**config.mk**
```make
export PLATFORM = sky130hd
export DESIGN_NAME = wp_watch
export DESIGN_NICKNAME = d
export VERILOG_FILES = /design/src/rtl/wp_pkg.sv /design/src/rtl/wp_addr_bank.sv /design/src/rtl/wp_ctrl_reg.sv /design/src/rtl/wp_slot_cmp.sv /design/src/rtl/wp_status_reg.sv /design/src/rtl/wp_watch.sv
export SDC_FILE = /design/constraint.sdc
export NUM_CORES = 1
export LEC_CHECK = 0
export CELL_PAD_IN_SITES_DETAIL_PLACEMENT = 1
export CELL_PAD_IN_SITES_GLOBAL_PLACEMENT = 2
export CORE_ASPECT_RATIO = 1.4
export CORE_UTILIZATION = 34
export CTS_CLUSTER_DIAMETER = 200
export DETAILED_ROUTE_END_ITERATION = 7
export PLACE_DENSITY = 0.87
export RECOVER_POWER = 25
export SYNTH_ARGS = -nofsm -noshare
export SYNTH_HDL_FRONTEND = slang
export SYNTH_SLANG_ARGS = --single-unit
export TNS_END_PERCENT = 1
```
**constraint.sdc**
```tcl
create_clock -name clk -period 2.5 [get_ports clk]
set_input_delay 0.5 -clock clk [delete_from_list [all_inputs] [get_ports clk]]
set_output_delay 0.5 -clock clk [all_outputs]
set_load 0.02 [all_outputs]
```
**src/rtl/wp_pkg.sv**
```systemverilog
package wp_pkg;
   localparam int CTRL_W      = 32;
   localparam int STS_W       = 16;
   localparam int STS_STEP    = 14;
   localparam int STS_SWITCH  = 15;
   localparam int FIELD_BASE  = 16;
   localparam int FIELD_W     = 4;

   typedef enum logic [2:0] {
      SEL_SLOT0  = 3'd0,
      SEL_SLOT1  = 3'd1,
      SEL_SLOT2  = 3'd2,
      SEL_SLOT3  = 3'd3,
      SEL_CTRL   = 3'd4,
      SEL_STATUS = 3'd5
   } reg_sel_e;

   typedef enum logic [1:0] {
      K_FETCH = 2'b00,
      K_READ  = 2'b01,
      K_WRITE = 2'b10,
      K_NONE  = 2'b11
   } acc_kind_e;

   typedef enum logic [1:0] {
      T_EXEC  = 2'b00,
      T_WRITE = 2'b01,
      T_NEVER = 2'b10,
      T_RDWR  = 2'b11
   } wp_type_e;

   function automatic logic [1:0] len_log2(input logic [1:0] code);
      case (code)
         2'b00:   len_log2 = 2'd0;
         2'b01:   len_log2 = 2'd1;
         2'b11:   len_log2 = 2'd2;
         default: len_log2 = 2'd3;
      endcase
   endfunction

   function automatic logic [CTRL_W-1:0] ctrl_keep_mask(input int n);
      logic [CTRL_W-1:0] m;
      m = '0;
      m[9:8] = 2'b11;
      for (int i = 0; i < n; i++) begin
         m[2*i]   = 1'b1;
         m[2*i+1] = 1'b1;
         m[FIELD_BASE + FIELD_W*i +: FIELD_W] = '1;
      end
      return m;
   endfunction

   function automatic logic [CTRL_W-1:0] local_en_mask(input int n);
      logic [CTRL_W-1:0] m;
      m = '0;
      for (int i = 0; i < n; i++) m[2*i] = 1'b1;
      return m;
   endfunction

   function automatic logic [STS_W-1:0] sts_keep_mask(input int n);
      logic [STS_W-1:0] m;
      m = '0;
      m[STS_STEP]   = 1'b1;
      m[STS_SWITCH] = 1'b1;
      for (int i = 0; i < n; i++) m[i] = 1'b1;
      return m;
   endfunction
endpackage

```
**src/rtl/wp_addr_bank.sv**
```systemverilog
module wp_addr_bank #(
   parameter int ADDR_W    = 32,
   parameter int NUM_SLOTS = 4
) (
   input  logic                               clk,
   input  logic                               rst_n,
   input  logic                               wr_en,
   input  logic [2:0]                         wr_sel,
   input  logic [ADDR_W-1:0]                  wr_data,
   output logic [NUM_SLOTS-1:0][ADDR_W-1:0]   slot_addr
);
   for (genvar g = 0; g < NUM_SLOTS; g++) begin : g_slot
      always_ff @(posedge clk or negedge rst_n) begin
         if (!rst_n)
            slot_addr[g] <= '0;
         else if (wr_en && (wr_sel == 3'(g)))
            slot_addr[g] <= wr_data;
      end
   end
endmodule

```
**src/rtl/wp_ctrl_reg.sv**
```systemverilog
module wp_ctrl_reg
   import wp_pkg::*;
#(
   parameter int NUM_SLOTS = 4
) (
   input  logic              clk,
   input  logic              rst_n,
   input  logic              wr_en,
   input  logic [CTRL_W-1:0] wr_data,
   input  logic              tswitch,
   output logic [CTRL_W-1:0] ctrl_q
);
   localparam logic [CTRL_W-1:0] KEEP  = ctrl_keep_mask(NUM_SLOTS);
   localparam logic [CTRL_W-1:0] LOCAL = local_en_mask(NUM_SLOTS);

   logic [CTRL_W-1:0] base_d;
   logic [CTRL_W-1:0] ctrl_d;

   always_comb begin
      base_d = wr_en ? (wr_data & KEEP) : ctrl_q;
      ctrl_d = tswitch ? (base_d & ~LOCAL) : base_d;
   end

   always_ff @(posedge clk or negedge rst_n) begin
      if (!rst_n) ctrl_q <= '0;
      else        ctrl_q <= ctrl_d;
   end
endmodule

```
**src/rtl/wp_slot_cmp.sv**
```systemverilog
module wp_slot_cmp
   import wp_pkg::*;
#(
   parameter int ADDR_W = 32
) (
   input  logic [ADDR_W-1:0] slot_addr,
   input  logic [1:0]        enables,
   input  logic [3:0]        field,
   input  logic              acc_valid,
   input  logic [ADDR_W-1:0] acc_addr,
   input  logic [1:0]        acc_size,
   input  logic [1:0]        acc_kind,
   output logic              hit
);
   localparam int XW = ADDR_W + 1;

   logic [1:0]    type_code;
   logic [1:0]    lg;
   logic [XW-1:0] wmask, wbase, wend, abeg, aend;
   logic          is_data, overlap, type_ok;

   always_comb begin
      type_code = field[1:0];
      lg        = len_log2(field[3:2]);
      wmask     = (XW'(1) << lg) - XW'(1);
      wbase     = {1'b0, slot_addr} & ~wmask;
      wend      = wbase | wmask;
      abeg      = {1'b0, acc_addr};
      aend      = abeg + ((XW'(1) << acc_size) - XW'(1));
      overlap   = (abeg <= wend) && (aend >= wbase);
      is_data   = (acc_kind == K_READ) || (acc_kind == K_WRITE);
      case (type_code)
         T_EXEC:  type_ok = (acc_kind == K_FETCH) && (acc_addr == slot_addr);
         T_WRITE: type_ok = (acc_kind == K_WRITE) && overlap;
         T_RDWR:  type_ok = is_data && overlap;
         default: type_ok = 1'b0;
      endcase
      hit = acc_valid && (|enables) && type_ok;
   end
endmodule

```
**src/rtl/wp_status_reg.sv**
```systemverilog
module wp_status_reg
   import wp_pkg::*;
#(
   parameter int NUM_SLOTS = 4
) (
   input  logic                 clk,
   input  logic                 rst_n,
   input  logic                 wr_en,
   input  logic [STS_W-1:0]     wr_data,
   input  logic [NUM_SLOTS-1:0] hits,
   input  logic                 step,
   input  logic                 tswitch,
   output logic [STS_W-1:0]     status_q,
   output logic                 trap_q
);
   localparam logic [STS_W-1:0] KEEP = sts_keep_mask(NUM_SLOTS);

   logic [STS_W-1:0] set_v;
   logic [STS_W-1:0] status_d;
   logic             cause;

   always_comb begin
      set_v               = '0;
      set_v[NUM_SLOTS-1:0] = hits;
      set_v[STS_STEP]     = step;
      set_v[STS_SWITCH]   = tswitch;
      cause               = |set_v;
      status_d            = (wr_en ? (wr_data & KEEP) : status_q) | set_v;
   end

   always_ff @(posedge clk or negedge rst_n) begin
      if (!rst_n) begin
         status_q <= '0;
         trap_q   <= 1'b0;
      end else begin
         status_q <= status_d;
         trap_q   <= cause;
      end
   end
endmodule

```
**src/rtl/wp_watch.sv**
```systemverilog
module wp_watch
   import wp_pkg::*;
#(
   parameter int ADDR_W    = 32,
   parameter int REG_W     = 32,
   parameter int NUM_SLOTS = 4
) (
   input  logic              clk,
   input  logic              rst_n,
   input  logic              cfg_we,
   input  logic [2:0]        cfg_sel,
   input  logic [REG_W-1:0]  cfg_wdata,
   output logic [REG_W-1:0]  cfg_rdata,
   input  logic              acc_valid,
   input  logic [ADDR_W-1:0] acc_addr,
   input  logic [1:0]        acc_size,
   input  logic [1:0]        acc_kind,
   input  logic              step_evt,
   input  logic              tswitch_evt,
   output logic              trap_o
);
   initial begin
      assert (NUM_SLOTS >= 1 && NUM_SLOTS <= 4)
         else $error("NUM_SLOTS must be 1 to 4");
      assert (REG_W >= CTRL_W)
         else $error("REG_W must hold the control register");
      assert (ADDR_W >= 4 && ADDR_W <= REG_W)
         else $error("ADDR_W out of range");
   end

   logic                             we_addr, we_ctrl, we_sts;
   logic [NUM_SLOTS-1:0][ADDR_W-1:0] slot_addr;
   logic [CTRL_W-1:0]                ctrl_q;
   logic [STS_W-1:0]                 status_q;
   logic [NUM_SLOTS-1:0]             hits;

   always_comb begin
      we_addr = cfg_we && (cfg_sel < 3'(NUM_SLOTS));
      we_ctrl = cfg_we && (cfg_sel == SEL_CTRL);
      we_sts  = cfg_we && (cfg_sel == SEL_STATUS);
   end

   wp_addr_bank #(.ADDR_W(ADDR_W), .NUM_SLOTS(NUM_SLOTS)) u_addr (
      .clk       (clk),
      .rst_n     (rst_n),
      .wr_en     (we_addr),
      .wr_sel    (cfg_sel),
      .wr_data   (cfg_wdata[ADDR_W-1:0]),
      .slot_addr (slot_addr)
   );

   wp_ctrl_reg #(.NUM_SLOTS(NUM_SLOTS)) u_ctrl (
      .clk     (clk),
      .rst_n   (rst_n),
      .wr_en   (we_ctrl),
      .wr_data (cfg_wdata[CTRL_W-1:0]),
      .tswitch (tswitch_evt),
      .ctrl_q  (ctrl_q)
   );

   for (genvar g = 0; g < NUM_SLOTS; g++) begin : g_cmp
      wp_slot_cmp #(.ADDR_W(ADDR_W)) u_cmp (
         .slot_addr (slot_addr[g]),
         .enables   (ctrl_q[2*g +: 2]),
         .field     (ctrl_q[FIELD_BASE + FIELD_W*g +: FIELD_W]),
         .acc_valid (acc_valid),
         .acc_addr  (acc_addr),
         .acc_size  (acc_size),
         .acc_kind  (acc_kind),
         .hit       (hits[g])
      );
   end

   wp_status_reg #(.NUM_SLOTS(NUM_SLOTS)) u_sts (
      .clk      (clk),
      .rst_n    (rst_n),
      .wr_en    (we_sts),
      .wr_data  (cfg_wdata[STS_W-1:0]),
      .hits     (hits),
      .step     (step_evt),
      .tswitch  (tswitch_evt),
      .status_q (status_q),
      .trap_q   (trap_o)
   );

   always_comb begin
      cfg_rdata = '0;
      if (cfg_sel < 3'(NUM_SLOTS)) begin
         for (int i = 0; i < NUM_SLOTS; i++)
            if (cfg_sel == 3'(i)) cfg_rdata = REG_W'(slot_addr[i]);
      end else if (cfg_sel == SEL_CTRL) begin
         cfg_rdata = REG_W'(ctrl_q);
      end else if (cfg_sel == SEL_STATUS) begin
         cfg_rdata = REG_W'(status_q);
      end
   end
endmodule

```
## Yosys cells after proc, flatten, opt, wreduce, memory -nomap -nowiden

Index checks and enable logic that the tools add are counted.

| operators by class | value |
|---|---|
| $add $sub $neg | 6 |
| $mul | 0 |
| div/mod/pow operators | 0 |
| magnitude comparators | 9 |
| eq/ne operators | 27 |
| shift operators | 5 |
| muxes and demuxes | 18 |
| bitwise gates (word level) | 13 |
| reductions and logical operators | 48 |

Operator list:

| cell | count |
|---|---|
| $mux 32 | 7 |
| $shl 1x2->33 const A | 5 |
| $and 32x33->33 | 4 |
| $ge 33x33->1 | 4 |
| $le 32x33->1 | 4 |
| $not 33->33 | 4 |
| $or 33x33->33 | 4 |
| $sub 33x2->33 const B | 4 |
| $eq 32x32->1 | 4 |
| $add 32x33->33 | 1 |
| $sub 33x1->33 const B | 1 |
| $mux 16 | 2 |
| $logic_and 1x1->1 | 31 |
| $pmux 2 s3 | 4 |
| $eq 2x1->1 const B | 9 |
| $eq 2x2->1 const B | 9 |
| $logic_not 2->1 | 9 |
| $or 16x16->16 | 1 |
| $pmux 1 s3 | 4 |
| $reduce_or 2->1 | 4 |
| $mux 7 | 1 |
| $eq 3x2->1 const B | 2 |
| $eq 3x3->1 const B | 2 |
| $reduce_or 6->1 | 1 |
| other kinds (5) | 5 |

| storage, ports and cells | value |
|---|---|
| flip-flop bits (word level) | 177 |
| bits in latches | 0 |
| RAM bits | 0 |
| memory bits (read-only) | 0 |
| bits of input ports | 77 |
| output and inout port bits | 33 |
| logic and storage cells | 134 |
| memories kept | 0 |

## Logic depth before layout (Yosys ltp)

| logic depth | value |
|---|---|
| depth after elaboration | 13 |
| gate-level depth with buffers | 29 |
| gate-level depth less buffers | 28 |

## Hierarchy

Synthesis repeated with hierarchy kept, for this count alone.

| second synthesis, totals | value |
|---|---|
| cells, all modules | 2629 |
| area, all modules | 22252.6 µm² |

By module, submodules not included:

| module | instances | cells an instance | area an instance (µm²) | sequential area each (µm²) |
|---|---|---|---|---|
| wp_slot_cmp (g_cmp[0].u_cmp ...) | 3 | 506 | 3538.4 | 0.0 |
| wp_addr_bank | 1 | 274 | 4823.4 | 3203.1 |
| wp_slot_cmp (g_cmp[1].u_cmp) | 1 | 525 | 3686.0 | 0.0 |
| wp_watch | 1 | 212 | 1632.8 | 0.0 |
| wp_ctrl_reg | 1 | 66 | 1113.6 | 650.6 |
| wp_status_reg | 1 | 34 | 381.6 | 175.2 |

## Least setup slack after synthesis

Ideal clock, no wire load.

| timing | value |
|---|---|
| path type | input to register |
| start | input acc_addr[1] |
| end | register u_sts.trap_q |
| library setup time | 145 ps |
| arrival | 5496 ps |
| required time | 2355 ps |
| path slack | -3141 ps |
| stages on the path | 29 |
| buffers on the path | 1 |
| path through | clkbuf_1 > inv_1 > ha_1 > inv_1 > ha_1 > fa_1 > a21o_1 > a21oi_1 > nand2b_1 > a21oi_1 > or4_1 > a21oi_2 > o221ai_2 > o22ai_2 > o21a_1 > o21ai_1 > xor2_1 > ha_1 > nand4_1 > a21boi_0 > o21ai_0 > a31oi_1 > a2111oi_0 > o31a_1 > a21oi_1 > o2111ai_1 > a21oi_1 > o31ai_2 > nand4_1 |

| between the ends | value |
|---|---|
| cells in the longest elaborated chain, start to end | 7 |
| elaborated cells between the ends (all ways) | 38 |
| those cells by class | add/sub: 1; order compare: 8; eq/ne: 4; mux: 4; reduce/logical: 21 |

RTL lines:

| element | RTL line | RTL |
|---|---|---|
| start, declared | wp_watch.sv:15 | `input logic [ADDR_W-1:0] acc_addr,` |
| $add 32x33->33 | wp_slot_cmp.sv:29 | `aend = abeg + ((XW'(1) << acc_size) - XW'(1));` |
| $ge 33x33->1 | wp_slot_cmp.sv:30 | `overlap = (abeg <= wend) && (aend >= wbase);` |
| $logic_and 1x1->1 | wp_slot_cmp.sv:30 |  |
| $logic_and 1x1->1, on equally long branches | wp_slot_cmp.sv:35, wp_slot_cmp.sv:34 |  |
| $pmux 1 s3 | wp_slot_cmp.sv:32 | `case (type_code)` |
| $logic_and 1x1->1 | wp_slot_cmp.sv:38 | `hit = acc_valid && (\|enables) && type_ok;` |
| $reduce_or 6->1 * | wp_status_reg.sv:27 | `cause = \|set_v;` |
| named net u_sts.cause | wp_status_reg.sv:20 | `logic cause;` |
| end signal, assigned | wp_status_reg.sv:37 | `trap_q <= cause;` |
| end, declared | wp_status_reg.sv:14 | `output logic trap_q` |

Mark *: on every way through the listed nets, which the timed path passes. The rest lies on a longest branch.
A chain may end at the register's enable or synchronous reset.

## Worst setup path after layout

| timing | value |
|---|---|
| start | input acc_size[1] |
| end | register u_sts.trap_q |

| between the ends | value |
|---|---|
| cells in the longest elaborated chain, start to end | 9 |
| elaborated cells between the ends (all ways) | 28 |
| those cells by class | add/sub: 2; order compare: 4; shift: 1; mux: 4; reduce/logical: 17 |

RTL lines:

| element | RTL line | RTL |
|---|---|---|
| start, declared | wp_watch.sv:16 | `input logic [1:0] acc_size,` |
| $shl 1x2->33 * | wp_slot_cmp.sv:29 |  |
| $sub 33x1->33 * | wp_slot_cmp.sv:29 |  |
| $add 32x33->33 * | wp_slot_cmp.sv:29 |  |
| $ge 33x33->1 | wp_slot_cmp.sv:30 |  |
| $logic_and 1x1->1 | wp_slot_cmp.sv:30 |  |
| $logic_and 1x1->1, on equally long branches | wp_slot_cmp.sv:35, wp_slot_cmp.sv:34 |  |
| $pmux 1 s3 | wp_slot_cmp.sv:32 |  |
| $logic_and 1x1->1 | wp_slot_cmp.sv:38 |  |
| $reduce_or 6->1 * | wp_status_reg.sv:27 |  |
| named net u_sts.cause | wp_status_reg.sv:20 |  |

Marked as above.

==> flow_summary.yaml <==
worst_setup_path:
  arrival_ns: 5.68
  cp-start-kind: "input port"
  worstPathRequired_ns: 2.84
  end_kind: "register"
  rr_startpoint: "u_ctrl.ctrl_q[27]$_DFFE_PN0P_"
  rrSetupSlack_ns: -1.26
  r2r_end: "u_sts.trap_q$_DFF_PN0_"
  crit_top_cell: "a21oi_4"
  slowest_delay_ns: 0.46
  worst-r2r-cell-count: 18
  critPathKind: "in2reg"
  crit_path_top_delay_cell: "or4_4"
  cp_max_fo: 3
sta:
  skew_ns: 0.0109
  fin_setup_tns_ns: -13.73
  fin_crit_ns: 5.34
  setup_viol_count_final: 5
  period_share: 2.14
  tightest_slew_ns: 1.50
  maxSlewHeadroom: 0.00141
  setup_ws_ns: -2.84
  grt_setup_unrepaired: "true"
  max_freq_mhz: 187
  slew_violations: 0
  hold_viol: 0
drt:
  drc: 0
  wl_met2_um: 38500
  drtIter0Drc: 726
  wl_um: 73000
  top_layer: "met4"
  routedWlPerCell_um: 23.9
  firstDrtPassIters: 5
  viasPerCell: 5.37
  ant_nets: 0
  wl_met3_um: 1960
  vias: 16400
  met1_length_um: 27000
global_route:
  grt_pass1_vias: 18400
  grt_max_degree: 47
  grt_pass1_wl_um: 110000
  overflow: 0
  grtUsageTotal: 0.318
  antenna_found_initial: 0
die:
  dieArea_um2: 47000
  start_util: 0.346
  die_w_um: 183
  io_pins: 110
  die_y_um: 256
  rows: 92
  core_area_um2: 45200
synth:
  yosysUniqueCellTypes: 71
  synth_cells: 1849
  syn_area_um2: 15700
  async_flop_share: 1.00
  seq_area_frac_synth: 0.257
  synth.avg_cell_area_um2: 8.48
  synth-edff-count: 0
  yosysWarningCount: 0
  ys.flop_type: "dfrtp_1"
  ys_ff_latch: 161
  synth.net_count: 2212
cells_and_area:
  final_cell_area_um2: 22100
  syn_to_final_growth_pct: 40.7
  drive_above_1_share: 0.280
  fin_nets: 2792
  most-common-layout-cells: "491 x buf_4, 285 x inv_1, 283 x ha_1"
  final_common_cell: "buf_4"
power:
  leakage_nw: 11.3
  ir_worst_vdd_uv: 583
  power.total_mw: 15.4
  power_density_nw_per_um2: 699
clocking:
  htreeDepth: 4
  cts.reportedPaths.clkPinSlew_ns: 0.08
  cts_tree: "done"
  cts_buffers: 17
  clock_tree.buffer_depth: 2
  cts_root_buf: "clkbuf_16"
  cts_sinks: 161
  clock_latency_ns: 0.48
status:
  outcome: "finished with violations"
  violations: "negative setup slack"
run:
  drv_cap: 0
placement:
  hpwl_um: 60800
  post_dp_cell_area_um2: 21300
  portBuffers: 109
  dpl_worst_slack_ns: -4.09
  finalWeightedCongestion: 0.977
min_path:
  hp-start: "u_ctrl.ctrl_q[8]$_DFFE_PN0P_"
  hp-class: "reg2reg"
  hold_path_depth: 1
  worstHoldEndpoint: "u_ctrl.ctrl_q[8]$_DFFE_PN0P_"
routing by layer:
layer / up-vias / track usage
li1: 7654 / -
met1: 8173 / 0.325
met2: 387 / 0.595
met3: 180 / 0.0378
met4: 0 / 0.221
met5: - / 0
worst max path at each step:
stage                 from                      to  slack, ns  cells after the start
5_1_grt        acc_size[1]  u_sts.trap_q$_DFF_PN0_      -3.00                     29
2_1_floorplan  acc_addr[1]  u_sts.trap_q$_DFF_PN0_      -2.86                     29
3_5_place_dp   acc_size[0]  u_sts.trap_q$_DFF_PN0_      -4.09                     29
3_3_place_gp   acc_size[0]  u_sts.trap_q$_DFF_PN0_      -3.80                     29
4_1_cts        acc_size[1]  u_sts.trap_q$_DFF_PN0_      -2.93                     29
6_report       acc_size[1]  u_sts.trap_q$_DFF_PN0_      -2.84                     29
area by class of cell:
cell class	count	area, um2
Antenna cell	1	2.50
Timing Repair Buffer	613	4940
Fill cell	5430	23200
Inverter	289	1090
Clock inverter	13	159
Clock buffer	19	453
Tap cell	611	764
Multi-Input combinational cell	1347	10600
Sequential cell	161	4030
cells in the mapped netlist (4+ instances only):
master       n  area share
inv_1      289       0.069
ha_1       285        0.23
dfrtp_1    161        0.26
nand2_1    150       0.036
o21ai_0    148       0.047
a21oi_1    119       0.038
nor2_1      84       0.020
a21o_1      63       0.030
mux2i_1     62       0.040
mux2_2      58       0.042
nand3_1     49       0.016
clkbuf_1    40      0.0096
nand4_1     33       0.013
o22ai_1     33       0.013
xnor2_1     29       0.016
nor2b_1     20      0.0080
nand2b_1    19      0.0076
nor3_1      16      0.0051
o21a_1      15      0.0072
xor2_1      14      0.0078
a211oi_1    13      0.0062
and3_1      11      0.0044
o21ai_1     11      0.0035
buf_1       10      0.0024
a31oi_1      8      0.0032
mux4_2       8       0.011
or3_1        8      0.0032
a2111oi_0    7      0.0039
nor4_1       6      0.0024
o211ai_1     6      0.0029
o21bai_1     6      0.0029
a221oi_1     4      0.0022
and4_1       4      0.0022
o31ai_1      4      0.0019
or4_1        4      0.0019
critical path: cells and delay by family:
family,cells,cell delay (ns)
AOI/OAI and AO/OA,17,2.66
adders and majority gates,4,1.14
and+or+nand+nor,5,1.05
xor gates and xnor gates,1,0.19
buffers and inverters,2,0.13
power breakdown:
part	switching, mW	internal [mW]
registers	0.444	3.15
clock network	1.31	1.62
logic	4.66	4.22
through the flow:
step	utilization	hold slack, ns	instances
floorplan	-	0.204	1849
global placement	0.470	0.492	3011
detailed placement	0.470	0.503	3011
CTS	0.486	0.523	3052
global route	0.487	0.536	3053
finish	0.488	0.517	3054
cell families after synthesis:
kind of cell / Yosys count / share of synthesized area
buffers and inverters: 341 / 0.0822
adder cells (fa/ha/maj): 287 / 0.229
AND/OR/NAND/NOR: 418 / 0.127
flip-flops: 161 / 0.257
multiplexers: 129 / 0.0937
XOR/XNOR: 44 / 0.0255
AO/OA/AOI/OAI: 469 / 0.185
flip-flops by register name, indices dropped and copies added, names as in the netlist:
signal            count
u_ctrl.ctrl_q        26
u_sts.trap_q          1
u_sts.status_q        6
u_addr.slot_addr    128
timing repair:
item                                    CTS  global route
endpoints found under the setup margin   37            14
hold buffers                              1             0
hold endpoints to repair                 16             0
pin swaps                                31            22
buffers inserted                          8             1
gates resized for setup                  79            33
(Power assumes the default switching activity.)
